## src/rtl/alu_pkg.sv

```systemverilog
package alu_pkg;

    localparam int OP_W = 5;

    typedef enum logic [OP_W-1:0] {
        OP_NOP   = 5'd0,
        OP_ADDWF = 5'd1,
        OP_SUBWF = 5'd2,
        OP_ANDWF = 5'd3,
        OP_IORWF = 5'd4,
        OP_XORWF = 5'd5,
        OP_COMF  = 5'd6,
        OP_INCF  = 5'd7,
        OP_DECF  = 5'd8,
        OP_MOVF  = 5'd9,
        OP_CLRF  = 5'd10,
        OP_CLRW  = 5'd11,
        OP_MOVWF = 5'd12,
        OP_RLF   = 5'd13,
        OP_RRF   = 5'd14,
        OP_SWAPF = 5'd15,
        OP_BCF   = 5'd16,
        OP_BSF   = 5'd17,
        OP_BTST  = 5'd18,
        OP_ADDLW = 5'd19,
        OP_SUBLW = 5'd20,
        OP_ANDLW = 5'd21,
        OP_IORLW = 5'd22,
        OP_XORLW = 5'd23,
        OP_MOVLW = 5'd24
    } alu_op_e;

    typedef enum logic {
        ST_IDLE  = 1'b0,
        ST_WRITE = 1'b1
    } wb_state_e;

endpackage

```

## src/rtl/alu_core.sv

```systemverilog
module alu_core
    import alu_pkg::*;
#(
    parameter int DATA_W = 8,
    localparam int NIB_W = DATA_W / 2,
    localparam int IDX_W = $clog2(DATA_W)
) (
    input  alu_op_e            op,
    input  logic [DATA_W-1:0]  f_val,
    input  logic [DATA_W-1:0]  lit_val,
    input  logic [DATA_W-1:0]  w_val,
    input  logic               c_in,
    input  logic [IDX_W-1:0]   bit_sel,
    output logic [DATA_W-1:0]  result,
    output logic               c_new,
    output logic               dc_new,
    output logic               upd_c,
    output logic               upd_dc,
    output logic               upd_z,
    output logic               bit_val
);

    logic [DATA_W-1:0] bit_mask;
    logic [DATA_W-1:0] operand;
    logic [DATA_W-1:0] addend;
    logic [DATA_W:0]   sum_full;
    logic [NIB_W:0]    nib_full;
    logic              is_lit;
    logic              is_sub;

    for (genvar gi = 0; gi < DATA_W; gi++) begin : g_mask
        assign bit_mask[gi] = (bit_sel == IDX_W'(gi));
    end

    assign bit_val = |(f_val & bit_mask);

    always_comb begin
        is_lit   = (op == OP_ADDLW) || (op == OP_SUBLW) || (op == OP_ANDLW) ||
                   (op == OP_IORLW) || (op == OP_XORLW) || (op == OP_MOVLW);
        is_sub   = (op == OP_SUBWF) || (op == OP_SUBLW);
        operand  = is_lit ? lit_val : f_val;
        addend   = is_sub ? ~w_val : w_val;
        sum_full = {1'b0, operand} + {1'b0, addend} + (DATA_W+1)'(is_sub);
        nib_full = {1'b0, operand[NIB_W-1:0]} + {1'b0, addend[NIB_W-1:0]}
                   + (NIB_W+1)'(is_sub);
    end

    always_comb begin
        result = '0;
        c_new  = c_in;
        dc_new = nib_full[NIB_W];
        upd_c  = 1'b0;
        upd_dc = 1'b0;
        upd_z  = 1'b0;
        unique case (op)
            OP_ADDWF, OP_SUBWF, OP_ADDLW, OP_SUBLW: begin
                result = sum_full[DATA_W-1:0];
                c_new  = sum_full[DATA_W];
                upd_c  = 1'b1;
                upd_dc = 1'b1;
                upd_z  = 1'b1;
            end
            OP_ANDWF, OP_ANDLW: begin
                result = operand & w_val;
                upd_z  = 1'b1;
            end
            OP_IORWF, OP_IORLW: begin
                result = operand | w_val;
                upd_z  = 1'b1;
            end
            OP_XORWF, OP_XORLW: begin
                result = operand ^ w_val;
                upd_z  = 1'b1;
            end
            OP_COMF: begin
                result = ~f_val;
                upd_z  = 1'b1;
            end
            OP_INCF: begin
                result = f_val + DATA_W'(1);
                upd_z  = 1'b1;
            end
            OP_DECF: begin
                result = f_val - DATA_W'(1);
                upd_z  = 1'b1;
            end
            OP_MOVF: begin
                result = f_val;
                upd_z  = 1'b1;
            end
            OP_CLRF, OP_CLRW: begin
                result = '0;
                upd_z  = 1'b1;
            end
            OP_MOVWF: result = w_val;
            OP_RLF: begin
                result = {f_val[DATA_W-2:0], c_in};
                c_new  = f_val[DATA_W-1];
                upd_c  = 1'b1;
            end
            OP_RRF: begin
                result = {c_in, f_val[DATA_W-1:1]};
                c_new  = f_val[0];
                upd_c  = 1'b1;
            end
            OP_SWAPF: result = {f_val[NIB_W-1:0], f_val[DATA_W-1:NIB_W]};
            OP_BCF:   result = f_val & ~bit_mask;
            OP_BSF:   result = f_val | bit_mask;
            OP_MOVLW: result = lit_val;
            OP_NOP, OP_BTST: result = '0;
            default:  result = '0;
        endcase
    end

endmodule

```

## src/rtl/wb_ctrl.sv

```systemverilog
module wb_ctrl
    import alu_pkg::*;
(
    input  logic    clk,
    input  logic    rst_n,
    input  logic    op_valid,
    input  alu_op_e op,
    input  logic    dest,
    output logic    load_w,
    output logic    load_f,
    output logic    wr_f
);

    wb_state_e state_q;
    wb_state_e state_d;

    always_comb begin
        load_w = 1'b0;
        load_f = 1'b0;
        unique case (op)
            OP_ADDWF, OP_SUBWF, OP_ANDWF, OP_IORWF, OP_XORWF, OP_COMF,
            OP_INCF, OP_DECF, OP_MOVF, OP_RLF, OP_RRF, OP_SWAPF: begin
                load_f = op_valid & dest;
                load_w = op_valid & ~dest;
            end
            OP_CLRF, OP_MOVWF, OP_BCF, OP_BSF: load_f = op_valid;
            OP_CLRW, OP_ADDLW, OP_SUBLW, OP_ANDLW, OP_IORLW, OP_XORLW,
            OP_MOVLW: load_w = op_valid;
            OP_NOP, OP_BTST: begin
                load_w = 1'b0;
                load_f = 1'b0;
            end
            default: begin
                load_w = 1'b0;
                load_f = 1'b0;
            end
        endcase
    end

    always_comb begin
        state_d = state_q;
        unique case (state_q)
            ST_IDLE:  if (load_f) state_d = ST_WRITE;
            ST_WRITE: if (!load_f) state_d = ST_IDLE;
            default:  state_d = ST_IDLE;
        endcase
    end

    always_ff @(posedge clk) begin
        if (!rst_n) state_q <= ST_IDLE;
        else        state_q <= state_d;
    end

    always_comb begin
        wr_f = (state_q == ST_WRITE);
    end

endmodule

```

## src/rtl/acc_alu.sv

```systemverilog
module acc_alu
    import alu_pkg::*;
#(
    parameter int DATA_W = 8,
    localparam int IDX_W = $clog2(DATA_W)
) (
    input  logic              clk,
    input  logic              rst_n,
    input  logic              op_valid,
    input  logic [OP_W-1:0]   op_code,
    input  logic              dest,
    input  logic [DATA_W-1:0] f_in,
    input  logic [DATA_W-1:0] lit_in,
    input  logic [IDX_W-1:0]  bit_sel,
    output logic [DATA_W-1:0] res_out,
    output logic              wr_f,
    output logic [DATA_W-1:0] w_out,
    output logic              c_flag,
    output logic              dc_flag,
    output logic              z_flag,
    output logic              bit_out
);

    alu_op_e           op;
    logic [DATA_W-1:0] result;
    logic              c_new, dc_new, upd_c, upd_dc, upd_z, bit_val;
    logic              load_w, load_f;

    assign op = alu_op_e'(op_code);

    alu_core #(.DATA_W(DATA_W)) u_core (
        .op      (op),
        .f_val   (f_in),
        .lit_val (lit_in),
        .w_val   (w_out),
        .c_in    (c_flag),
        .bit_sel (bit_sel),
        .result  (result),
        .c_new   (c_new),
        .dc_new  (dc_new),
        .upd_c   (upd_c),
        .upd_dc  (upd_dc),
        .upd_z   (upd_z),
        .bit_val (bit_val)
    );

    wb_ctrl u_ctrl (
        .clk      (clk),
        .rst_n    (rst_n),
        .op_valid (op_valid),
        .op       (op),
        .dest     (dest),
        .load_w   (load_w),
        .load_f   (load_f),
        .wr_f     (wr_f)
    );

    always_ff @(posedge clk) begin
        if (!rst_n) begin
            w_out   <= '0;
            res_out <= '0;
            c_flag  <= 1'b0;
            dc_flag <= 1'b0;
            z_flag  <= 1'b0;
            bit_out <= 1'b0;
        end else if (op_valid) begin
            if (upd_c)  c_flag  <= c_new;
            if (upd_dc) dc_flag <= dc_new;
            if (upd_z)  z_flag  <= (result == '0);
            if (load_w) w_out   <= result;
            if (load_f) res_out <= result;
            if (op == OP_BTST) bit_out <= bit_val;
        end
    end

endmodule

```

## config.mk

```make
export PLATFORM = sky130hd
export DESIGN_NAME = acc_alu
export DESIGN_NICKNAME = d
export VERILOG_FILES = /design/src/rtl/alu_pkg.sv /design/src/rtl/alu_core.sv /design/src/rtl/wb_ctrl.sv /design/src/rtl/acc_alu.sv
export SDC_FILE = /design/constraint.sdc
export NUM_CORES = 1
export LEC_CHECK = 0
export BUFFER_PORTS_ARGS = -buffer_cell sky130_fd_sc_hd__buf_2
export CAP_MARGIN = 10
export CORE_MARGIN = 3
export CORE_UTILIZATION = 60
export CTS_BUF_LIST = sky130_fd_sc_hd__clkbuf_4 sky130_fd_sc_hd__clkbuf_8
export DETAILED_ROUTE_END_ITERATION = 10
export PLACE_DENSITY = 0.84
export SLEW_MARGIN = 20
export SYNTH_ARGS = -nofsm -noshare
export SYNTH_HDL_FRONTEND = slang
export SYNTH_HIERARCHICAL = 1
export SYNTH_SLANG_ARGS = --single-unit
```

## constraint.sdc

```tcl
create_clock -name clk -period 5.8 [get_ports clk]
set_clock_uncertainty 0.15 [all_clocks]
set_input_delay 1.16 -clock clk [delete_from_list [all_inputs] [get_ports clk]]
set_output_delay 1.16 -clock clk [all_outputs]
set_load 0.1 [all_outputs]
```

Word level (Yosys, flattened, before mapping)
Cells that the tools add are included.
- bits of input ports: 28
- output and inout port bits: 21
- flip-flop bits (word level): 21
- equal/unequal tests: 31
- add/subtract/negate cells: 6
- reduce and logical (&&, ||, !) cells: 25
- muxes and demuxes: 10
- bitwise gates (word level): 12
- operator list (operator ; count):
    8-bit case mux with 15 select lines ; 1
    5-bit equality test (second input constant) ; 9
    5-bit by 4-bit equality test with 1-bit output (second input constant) ; 8
    8-bit bitwise AND ; 3
    8-bit inverter ; 3
    5-bit by 3-bit equality test with 1-bit output (second input constant) ; 4
    8-bit 2-to-1 mux ; 2
    8-bit OR ; 2
    16-bit OR reduction ; 1
    3-bit equality test (second input constant) ; 4
    12-bit OR reduction ; 1
    5-bit by 2-bit equality test with 1-bit output (second input constant) ; 2
    2-bit AND reduction ; 5
    8-bit by 8-bit adder with 9-bit output ; 1
    9-bit by 1-bit adder with 9-bit output ; 1
    8-bit by 1-bit adder with 8-bit output (second input constant) ; 1
    8-bit logical NOT ; 1
    4-bit OR reduction ; 2
    8-bit OR reduction ; 1
    8-bit by 1-bit subtractor with 8-bit output (second input constant) ; 1
    8-bit XOR ; 1
    7-bit OR reduction ; 1
    3-bit by 2-bit equality test with 1-bit output (second input constant) ; 2
    1-bit logical OR ; 6
    14 further kinds ; 21

Depth between registers and ports, before layout
Gate-level depths: netlist of run 1.
- word-level depth: 11
- mapped depth: 17

Hierarchy
Netlist of run 1, hierarchy kept.
- modules (own cells, without submodules) (module ; area an instance (um^2) ; cells an instance ; instances):
    alu_core ; 2200.9 ; 300 ; 1
    acc_alu ; 842.1 ; 96 ; 1
    wb_ctrl ; 176.4 ; 24 ; 1

Worst setup path after synthesis of run 1
No wires, ideal clock.
- path kind: input to register
- start point: input op_code[0]
- end point: register z_flag
- cell stages on the path: 17
- arrival: 4.548 ns
- required time: 5.580 ns
- setup time: 0.070 ns
- slack: 1.032 ns
- path buffers: 2
- path through: buf_2 > or4b_4 > o22a_1 > buf_6 > mux2_2 > nand2_1 > o21ai_0 > fa_1 > a21o_1 > a21o_1 > nand2_1 > a21oi_1 > xor2_1 > a221o_1 > nor4_1 > nand4_1 > a21boi_1
- cells in the longest elaborated chain, start to end: 11
- RTL lines (what ; RTL line ; text):
    start, declared ; acc_alu.sv:10 ; input logic [OP_W-1:0] op_code,
    5-bit equality test, on equally long branches ; alu_core.sv:38, alu_core.sv:55, alu_core.sv:40 ;
    1-bit logical OR (3 in a row) ; alu_core.sv:38 ; is_lit = (op == OP_ADDLW) || (op == OP_SUBLW) || (op == OP_ANDLW) ||
    1-bit logical OR (2 in a row) ; alu_core.sv:39 ; (op == OP_IORLW) || (op == OP_XORLW) || (op == OP_MOVLW);
    8-bit 2-to-1 mux ; alu_core.sv:41 ; operand = is_lit ? lit_val : f_val;
    8-bit by 8-bit adder with 9-bit output ; alu_core.sv:43 ; sum_full = {1'b0, operand} + {1'b0, addend} + (DATA_W+1)'(is_sub);
    9-bit by 1-bit adder with 9-bit output ; alu_core.sv:43 ;
    8-bit case mux with 15 select lines * ; alu_core.sv:55 ; unique case (op)
    named net result[6] ; acc_alu.sv:25 ; logic [DATA_W-1:0] result;
    8-bit logical NOT * ; acc_alu.sv:69 ; if (upd_z) z_flag <= (result == '0);
    end signal, assigned ; acc_alu.sv:69 ;
    end, declared ; acc_alu.sv:20 ; output logic z_flag,
The timed path passes the listed nets; every way through them passes the cells marked *.
A chain may end at the register's enable or synchronous reset.

Worst setup path in the final report of run 1
- start point: input op_code[3]
- end point: register z_flag
Same word-level chain as after synthesis.

==> metrics.cfg, run 1 <==
[pwr]
pwr-share-seq_pct=31.7
ir_drop_mv=0.179
pwr-share-comb_pct=49.0
power.density_nw_per_um2=141
fin_total_pwr_uw=487
p_sw_share_pct=42.7
p_int_uw=279
netSwitchingPower_uw=208
clkPwrFrac_pct=19.3
leakagePower_uw=0.00147

[setup_path]
r2r_start=w_out[0]
critPathLaunch=op_code[3]
rrSetupSlack_ns=2.78
critical_path_buf_inv_count=1
start_kind=input pin
crit_path_end_kind=flop
rr_endpoint=z_flag
crit_cells=16
worstPathArrival_ns=4.99
cp_slowest_stage_delay_ns=0.53
crit_fanout=21
cp_cell_sequence=buf_2 > or4b_4 > o22a_1 > mux2_2 > nand2_1 > o21ai_0 > fa_1 > a21o_1 > a21o_1 > nand2_1 > a21oi_1 > xor2_1 > a221o_1 > nor4_1 > nand4_1 > a21boi_1
r2r_cells=11
crit_type=in -> reg
critical_path_required_ns=5.85
cp-endpoint=z_flag
critical-path-slowest-cell=or4b_4
crit_family=compound AO/OA/AOI/OAI gates

[final_layout]
drive_above_1_share_pct=17.6
area_growth_pct=7.46
postLayoutCoreUtil_pct=67.3
final_nets=509
diodes=0
layout_commonest_cell=buf_2
fillCellCount=471
final_cell_mix=48 x buf_2, 45 x nand2_1, 29 x ha_1

[floorplanning]
dieWidth_um=79.3
core_um2=5140
die_area_um2=6280
die_h_um=79.3
initial_utilization_pct=62.6
rows=26
pin_count=49

[sta]
holdWs_ns=0.313
setup_viol=0
worst_pin_slew_ns=0.739
timing.final.crit_share_pct=85.2
hold_viol=0
slew_viol_final=0
clock.fmax_ghz=0.202
fin_crit_ns=4.94
setup-tns-final_ns=0
rsz0062_at_grt=no
slew_headroom_pct=50.4
timing.final.ws_setup_ns=0.861

[clock_network]
clock_latency_ns=0.26
cts-buffers-inserted=3
h-tree-depth=1
cts-root-buf=clkbuf_8
post-cts-setup-buffer-count=0
clk_transition_reported_paths_ns=0.07
post_cts_resize_count=0
cts_max_path_buffers=2
hold_buffers=0
cts_tree=done
cts.sinks=21

[synthesis]
syn_avg_cell_area_um2=7.67
syn_inst=420
synth.distinct_cells=67
ys_ff_latch=21
ys_seq_area_share_pct=13.1
synth_top_area_share_pct=13.1
syn_area_um2=3220
synth_top_area_cell=dfxtp_1
synthArstFlopShare_pct=0
synth_nets=479
synthFlopType=dfxtp_1
synth_edf_count=0
yosysWarnings=6
synth_area_leaders=dfxtp_1 13%, ha_1 11%, nand2_1 5.2%, xnor2_1 4.9%, a21boi_0 4.0%

[global_route]
antenna_found_initial=0
grt.total_usage_pct=30.6
use_met3_pct=2.83
grt_pass1_vias=3132
grt_util_met2_pct=51.4
busiest_layer=met2
met1_usage_pct=40.7
grt_pass1_wl_um=15400
gr-total-overflow=0
grt_max_degree=37

[detailed_routing]
drt_wl_total_um=9640
routedWlPerCell_um=18.6
drc=0
drt_pre_antenna_iters=4
ant_nets=0
vias_per_cell=6.59
via_count=3422
drt_iter0_drc=350

[placement]
port_buffers=48
dp_hpwl_um=7300
gp_congestion=0.968
pre_cts_slack_ns=0.588

[worst_hold_path]
hold_depth=2
min_path_type=reg -> reg

[job]
cap_violations=0

[run_status]
status=complete, no violations

-- synth_stat cells (5+ instances only) --
| master | instances |
|---|---|
| mux2_2 | 10 |
| inv_1 | 20 |
| mux2i_1 | 7 |
| a21o_1 | 6 |
| xnor2_1 | 18 |
| nand3_1 | 25 |
| a211oi_1 | 6 |
| dfxtp_1 | 21 |
| and3_1 | 5 |
| a22oi_1 | 5 |
| nand2_1 | 45 |
| nor3_1 | 6 |
| a21oi_1 | 18 |
| a221o_1 | 8 |
| buf_2 | 6 |
| ha_1 | 29 |
| nor2_1 | 22 |
| nor2b_1 | 5 |
| o21ai_0 | 20 |
| nor3b_1 | 6 |
| a221oi_1 | 5 |
| clkbuf_1 | 12 |
| nand2b_1 | 5 |
| nand4_1 | 7 |
| a21boi_0 | 17 |
-- power groups by stage --
stage / Clock [µW] / Sequential [µW] / Combinational (µW)
2_1_floorplan: 0 / 187 / 148
3_3_place_gp: 0 / 157 / 228
3_5_place_dp: 0 / 158 / 233
4_1_cts: 95.6 / 154 / 234
5_1_grt: 101 / 155 / 257
6_report: 93.9 / 155 / 239
-- per-layer routing --
layer | wire length (µm) | vias to the layer above
met5 | 0 | -
met3 | 716 | 29
li1 | - | 1630
met1 | 4060 | 1611
met2 | 4570 | 152
met4 | 286 | 0
-- layout make-up --
type                       instances  area (µm²)  share of cell area (%)
clock inverter                     1        5.00                   0.145
multi-input combinational        352        2560                    74.1
tap                               70        87.6                    2.53
clock buffer                       3        41.3                    1.19
inverter                          21        78.8                    2.28
timing repair buffer              51         263                    7.59
sequential                        21         420                    12.2
-- metrics by stage --
stage | area, µm² | instances
CTS | 3460 | 519
floorplan | 3220 | 420
global route | 3460 | 519
finish | 3460 | 519
detailed placement | 3410 | 515
global placement | 3410 | 515
-- worst min-delay path, delay by kind of cell (launching register included) --
kind,cells,cell delay (ns)
AO/OA/AOI/OAI,1,0.05
AND/OR/NAND/NOR,1,0.05
flip-flops,1,0.31
-- flip-flops by register name, summed over array words and instances, names as in the netlist --
register and cells:
res_out 8, w_out 8, bit_out 1, c_flag 1, dc_flag 1, u_ctrl/wr_f 1
z_flag 1
-- cells by family (layout without fill, tap and decap cells) --
group / after synthesis / count (layout) / synth area share [%]
flops: 21 / 21 / 13.1
fa+ha+maj: 31 / 31 / 12.5
compound gates: 127 / 127 / 28.1
mux: 21 / 21 / 8.47
simple gates: 152 / 152 / 24.8
buf+inv: 47 / 76 / 7.31
xor+xnor: 21 / 21 / 5.71
-- worst min path at each step --
stage,start,slack (ns),endpoint
finish,res_out[2],0.31,res_out[2]
global route,res_out[1],0.33,res_out[1]
CTS,res_out[2],0.32,res_out[2]
detailed placement,res_out[2],0.31,res_out[2]
global placement,res_out[2],0.29,res_out[2]
floorplan,z_flag,0.73,z_flag
Note: power is estimated with default switching activity, not from simulation.
==> run 2, diff against run 1 <==
--- a/config.mk
+++ b/config.mk
@@ -5,6 +5,7 @@
 export SDC_FILE = /design/constraint.sdc
 export NUM_CORES = 1
 export LEC_CHECK = 0
+export ABC_AREA = 1
 export BUFFER_PORTS_ARGS = -buffer_cell sky130_fd_sc_hd__buf_2
 export CAP_MARGIN = 10
 export CORE_MARGIN = 3
==> run 2 against run 1 <==
  * Flip-flop and latch count stayed put
  * Cell count grew 21%
  * Critical path depth grew 5
  * First-iteration DRC count up 8.0%
  * Register-to-register slack improved by 0.33 ns
  * Via count up 9.5%
  * Synthesized cell count rose by 22%
  * Area after synthesis is 5.1% lower
  * Clock-buffer cell count increased by 1
  * Non-clock buffer count shrank 3
  * Global-route usage rose by 1.0 points
  * Die area decreased by 4.7%
  * Critical path type unchanged
  * Largest power group unchanged
  * Highest routed layer unchanged
==> metrics.cfg, run 2 <==
[run_status]
status=complete, no violations

[detailed_routing]
ant_nets=0
drc=0
via_count=3748
vias_per_cell=5.99
drt_wl_total_um=9570
routedWlPerCell_um=15.3
drt_iter0_drc=378
drt_pre_antenna_iters=5

[floorplanning]
rows=25
core_um2=4820
pin_count=49
dieWidth_um=77.4
die_area_um2=5980
initial_utilization_pct=63.4
die_h_um=77.4

[clock_network]
clock_latency_ns=0.26
clk_transition_reported_paths_ns=0.07
hold_buffers=0
cts_tree=done
post_cts_resize_count=0
post-cts-setup-buffer-count=0
cts_max_path_buffers=2
cts.sinks=21
cts-root-buf=clkbuf_8
cts-buffers-inserted=3
h-tree-depth=1

[synthesis]
ys_seq_area_share_pct=13.8
yosysWarnings=6
synth_edf_count=0
synthArstFlopShare_pct=0
syn_area_um2=3060
synth_nets=571
yosys-top-cells-count=99 x nand2_1, 73 x inv_1, 72 x nor2_1, 50 x o21ai_0, 34 x nand3_1
synth.distinct_cells=48
synth_top_area_share_pct=13.8
synth_area_leaders=dfxtp_1 14%, nand2_1 12%, ha_1 12%, inv_1 9.0%, nor2_1 8.8%
synthFlopType=dfxtp_1
syn_avg_cell_area_um2=5.97
ys_ff_latch=21
yosysMostFrequentCell=nand2_1
syn_inst=512
synth_top_area_cell=dfxtp_1

[placement]
pre_cts_slack_ns=1.18
port_buffers=48
gp_congestion=1.00
dp_hpwl_um=7720

[final_layout]
area_growth_pct=11.1
layout_commonest_cell=nand2_1
final_nets=619
drive_above_1_share_pct=14.3
final_cell_mix=99 x nand2_1, 73 x inv_1, 72 x nor2_1
fillCellCount=469
diodes=0
reg_top3=res_out: 8 flops, w_out: 8 flops
regArea_um2=420
multi_input_area_um2=2290

[setup_path]
crit_path_end_kind=flop
crit_fanout=15
critical_path_required_ns=5.84
start_kind=input pin
crit_type=in -> reg
worstPathArrival_ns=4.50

[sta]
slew_viol_final=0
clock.fmax_ghz=0.225
setup-tns-final_ns=0
timing.final.ws_setup_ns=1.35
rsz0062_at_grt=no
slew_headroom_pct=50.1
timing.final.crit_share_pct=76.7
fin_crit_ns=4.45
setup_viol=0
worst_pin_slew_ns=0.746
hold_viol=0

[global_route]
grt_pass1_wl_um=15600
gr-total-overflow=0
grt_max_degree=20
grt_pass1_vias=3425
grt.total_usage_pct=31.6
antenna_found_initial=0

[pwr]
power.density_nw_per_um2=150
leakagePower_uw=0.00179
fin_total_pwr_uw=510
ir_drop_mv=0.110

[worst_hold_path]
min_path_type=reg -> reg

[job]
cap_violations=0

[run 2: changes by cell type in the layout (fill, tap and decap cells not counted), moves of 8 or more]
cell | previous run | this run
a21boi_0 | 17 | 1
a21oi_1 | 18 | 27
a221o_1 | 8 | 0
inv_1 | 20 | 73
mux2_2 | 10 | 0
nand2_1 | 45 | 99
nand3_1 | 25 | 34
nor2_1 | 22 | 72
o21ai_0 | 20 | 50
xnor2_1 | 18 | 1
[run 2: kinds of logic (layout without fill, tap and decap cells)]
group           after synthesis  count (layout)  synth area share (%)
fa+ha+maj                    31              31                  13.2
compound gates              117             117                  23.1
buf+inv                      87             134                  11.4
simple gates                247             247                  36.0
flops                        21              21                  13.8
xor+xnor                      9               9                  2.58
[run 2: per-layer routing]
metal  vias up  share of wire (%)  GRT usage [%]
li1       1809                  -              -
met1      1667                 41           40.4
met2       237                 46           54.2
met3        35                 10           5.92
met4         0                3.1           8.72
met5         -                  0              0
[run 2: worst max-delay path: stages]
cell and delay, ns:
buf_2 0.18, inv_1 0.11, nand2_2 0.12, clkinv_1 0.11, nand2_1 0.14, nand3_1 0.43
o21ai_0 0.66, fa_1 0.33, nand3_1 0.09, nand3_1 0.15, nand2_1 0.07, nand2_1 0.06
a21oi_1 0.07, nor2_1 0.12, nand3b_1 0.12, nand4_1 0.14, nor2_1 0.13, nand3_1 0.08
nor2_1 0.09, nor2_1 0.04, nor2_1 0.08
[run 2: path summary, 6_finish.rpt]
check	cells past startpoint	to	slack, ns	start
hold reg to reg	2	res_out[0]	0.33	res_out[0]
setup / recovery	21	z_flag	1.35	op_code[3]
setup reg to reg	16	z_flag	3.11	w_out[0]
hold / removal	2	res_out[0]	0.33	res_out[0]
[run 2: layout make-up]
| cell class | instances | share of cell area, % |
|---|---|---|
| multi-input cells | 404 | 67.4 |
| flip-flops and latches | 21 | 12.4 |
| inverters | 82 | 9.29 |
| repair buffers | 48 | 7.07 |
| well taps | 67 | 2.47 |
| clock buffers | 4 | 1.44 |
[run 2: per-stage QoR]
step	cell area, µm²	cells	util, %	hold slack, ns
finish	3400	626	70.5	0.334
global route	3400	626	70.5	0.360
floorplan	3060	512	-	0.748
detailed placement	3350	622	69.5	0.312
CTS	3400	626	70.5	0.331
global placement	3350	622	69.5	0.311
[run 2: power by group]
group / switching (µW) / internal, µW
Sequential: 6.99 / 151
Clock: 43.9 / 53.5
Combinational: 184 / 70.7
==> run 3, diff against run 2 <==
==> constraint.sdc (replaced) <==
create_clock -name clk -period 4.6 [get_ports clk]
set_clock_uncertainty 0.15 [all_clocks]
set_input_delay 0.92 -clock clk [delete_from_list [all_inputs] [get_ports clk]]
set_output_delay 0.92 -clock clk [all_outputs]
set_load 0.1 [all_outputs]
==> run 3 against run 2 <==
  * Utilization is 0.16 points higher
  * Design area is 0.22% higher
  * Die area stayed put
  * Routed wire length hardly changed
  * Flip-flop and latch count stayed put
  * Clock power is 30% higher
  * First-iteration DRC count is 8.5% higher
==> metrics.cfg, run 3 (synthesized netlist as in run 2, its figures left out) <==
[setup_path]
crit_type=in -> reg
start_kind=input pin
worstPathArrival_ns=4.25
crit_path_end_kind=flop
crit_fanout=15
critical_path_required_ns=4.66

[floorplanning]
initial_utilization_pct=63.4
core_um2=4820
pin_count=49
die_h_um=77.4
rows=25
die_area_um2=5980
dieWidth_um=77.4

[final_layout]
regArea_um2=420
diodes=0
reg_top3=res_out: 8 flops, w_out: 8 flops
layout_commonest_cell=nand2_1
drive_above_1_share_pct=14.5
final_cell_mix=99 x nand2_1, 73 x inv_1, 72 x nor2_1
fillCellCount=462
postLayoutCoreUtil_pct=70.6
final_nets=620
area_growth_pct=11.4
multi_input_area_um2=2290

[worst_hold_path]
min_path_type=reg -> reg

[job]
cap_violations=0

[detailed_routing]
drt_pre_antenna_iters=5
drt_iter0_drc=410
routedWlPerCell_um=15.3
ant_nets=0
vias_per_cell=5.93
drc=0
drt_wl_total_um=9570
via_count=3718

[global_route]
antenna_found_initial=0
grt_pass1_wl_um=15600
grt.total_usage_pct=31.9
gr-total-overflow=0
grt_pass1_vias=3391
grt_max_degree=20

[pwr]
leakagePower_uw=0.00180
power.density_nw_per_um2=190
ir_drop_mv=0.140

[sta]
setup_viol=0
slew_headroom_pct=62.2
clock.fmax_ghz=0.238
timing.final.crit_share_pct=91.2
setup-tns-final_ns=0
timing.final.ws_setup_ns=0.406
fin_crit_ns=4.19
rsz0062_at_grt=no
worst_pin_slew_ns=0.561
slew_viol_final=0
holdWs_ns=0.335
hold_viol=0

[placement]
pre_cts_slack_ns=0.233
gp_congestion=0.995
dp_hpwl_um=7730
port_buffers=48

[clock_network]
post-cts-setup-buffer-count=0
cts.sinks=21
clk_transition_reported_paths_ns=0.07
post_cts_resize_count=0
h-tree-depth=1
clock_latency_ns=0.26
cts-root-buf=clkbuf_8
cts_max_path_buffers=2
cts-buffers-inserted=3
cts_tree=done
hold_buffers=0

[run_status]
status=complete, no violations

## run 3: worst max-delay path, cell delays in order
cell and delay [ns]:
buf_2 0.17, inv_1 0.10, nand2_2 0.11, clkinv_1 0.11
nand2_1 0.13, nand3_1 0.43, o21ai_0 0.64, fa_1 0.33
nand3_1 0.10, nand3_1 0.15, nand2_1 0.07, nand2_1 0.06
a21oi_1 0.07, nor2_1 0.13, nand3b_1 0.13, nand4_1 0.16
nor2_1 0.14, nand3_1 0.08, nor2_1 0.09, nor2_1 0.04
nor2_1 0.07
## run 3: final cells by class
type	count	share of cell area, %
flip-flops and latches	21	12.4
multi-input cells	404	67.2
inverters	82	9.26
well taps	67	2.46
clock buffers	4	1.43
repair buffers	49	7.28
## run 3: final timing paths
path               from         end  slack (ns)  depth (start not counted)
max          op_code[3]      z_flag        0.41                         21
min          res_out[2]  res_out[2]        0.34                          2
max reg2reg    w_out[0]      z_flag        1.89                         16
min reg2reg  res_out[2]  res_out[2]        0.34                          2
## run 3: layer usage
layer	global-route usage (%)	share of wire (%)	routed length (µm)
met5	0	0	0
met4	7.47	2.3	221
met3	4.29	8.3	794
met2	54.7	47	4460
met1	42.3	43	4090
## run 3: report_power, final
part | internal, µW | switching, µW
clock | 67.7 | 59.2
sequential | 190 | 8.72
combinational | 89.6 | 233
total | 348 | 301
## run 3: through the flow
stage               area (µm²)  power, µW  instances
floorplan                 3060        436        512
CTS                       3400        643        627
global placement          3350        508        623
global route              3400        688        627
detailed placement        3350        517        623
finish                    3400        648        627
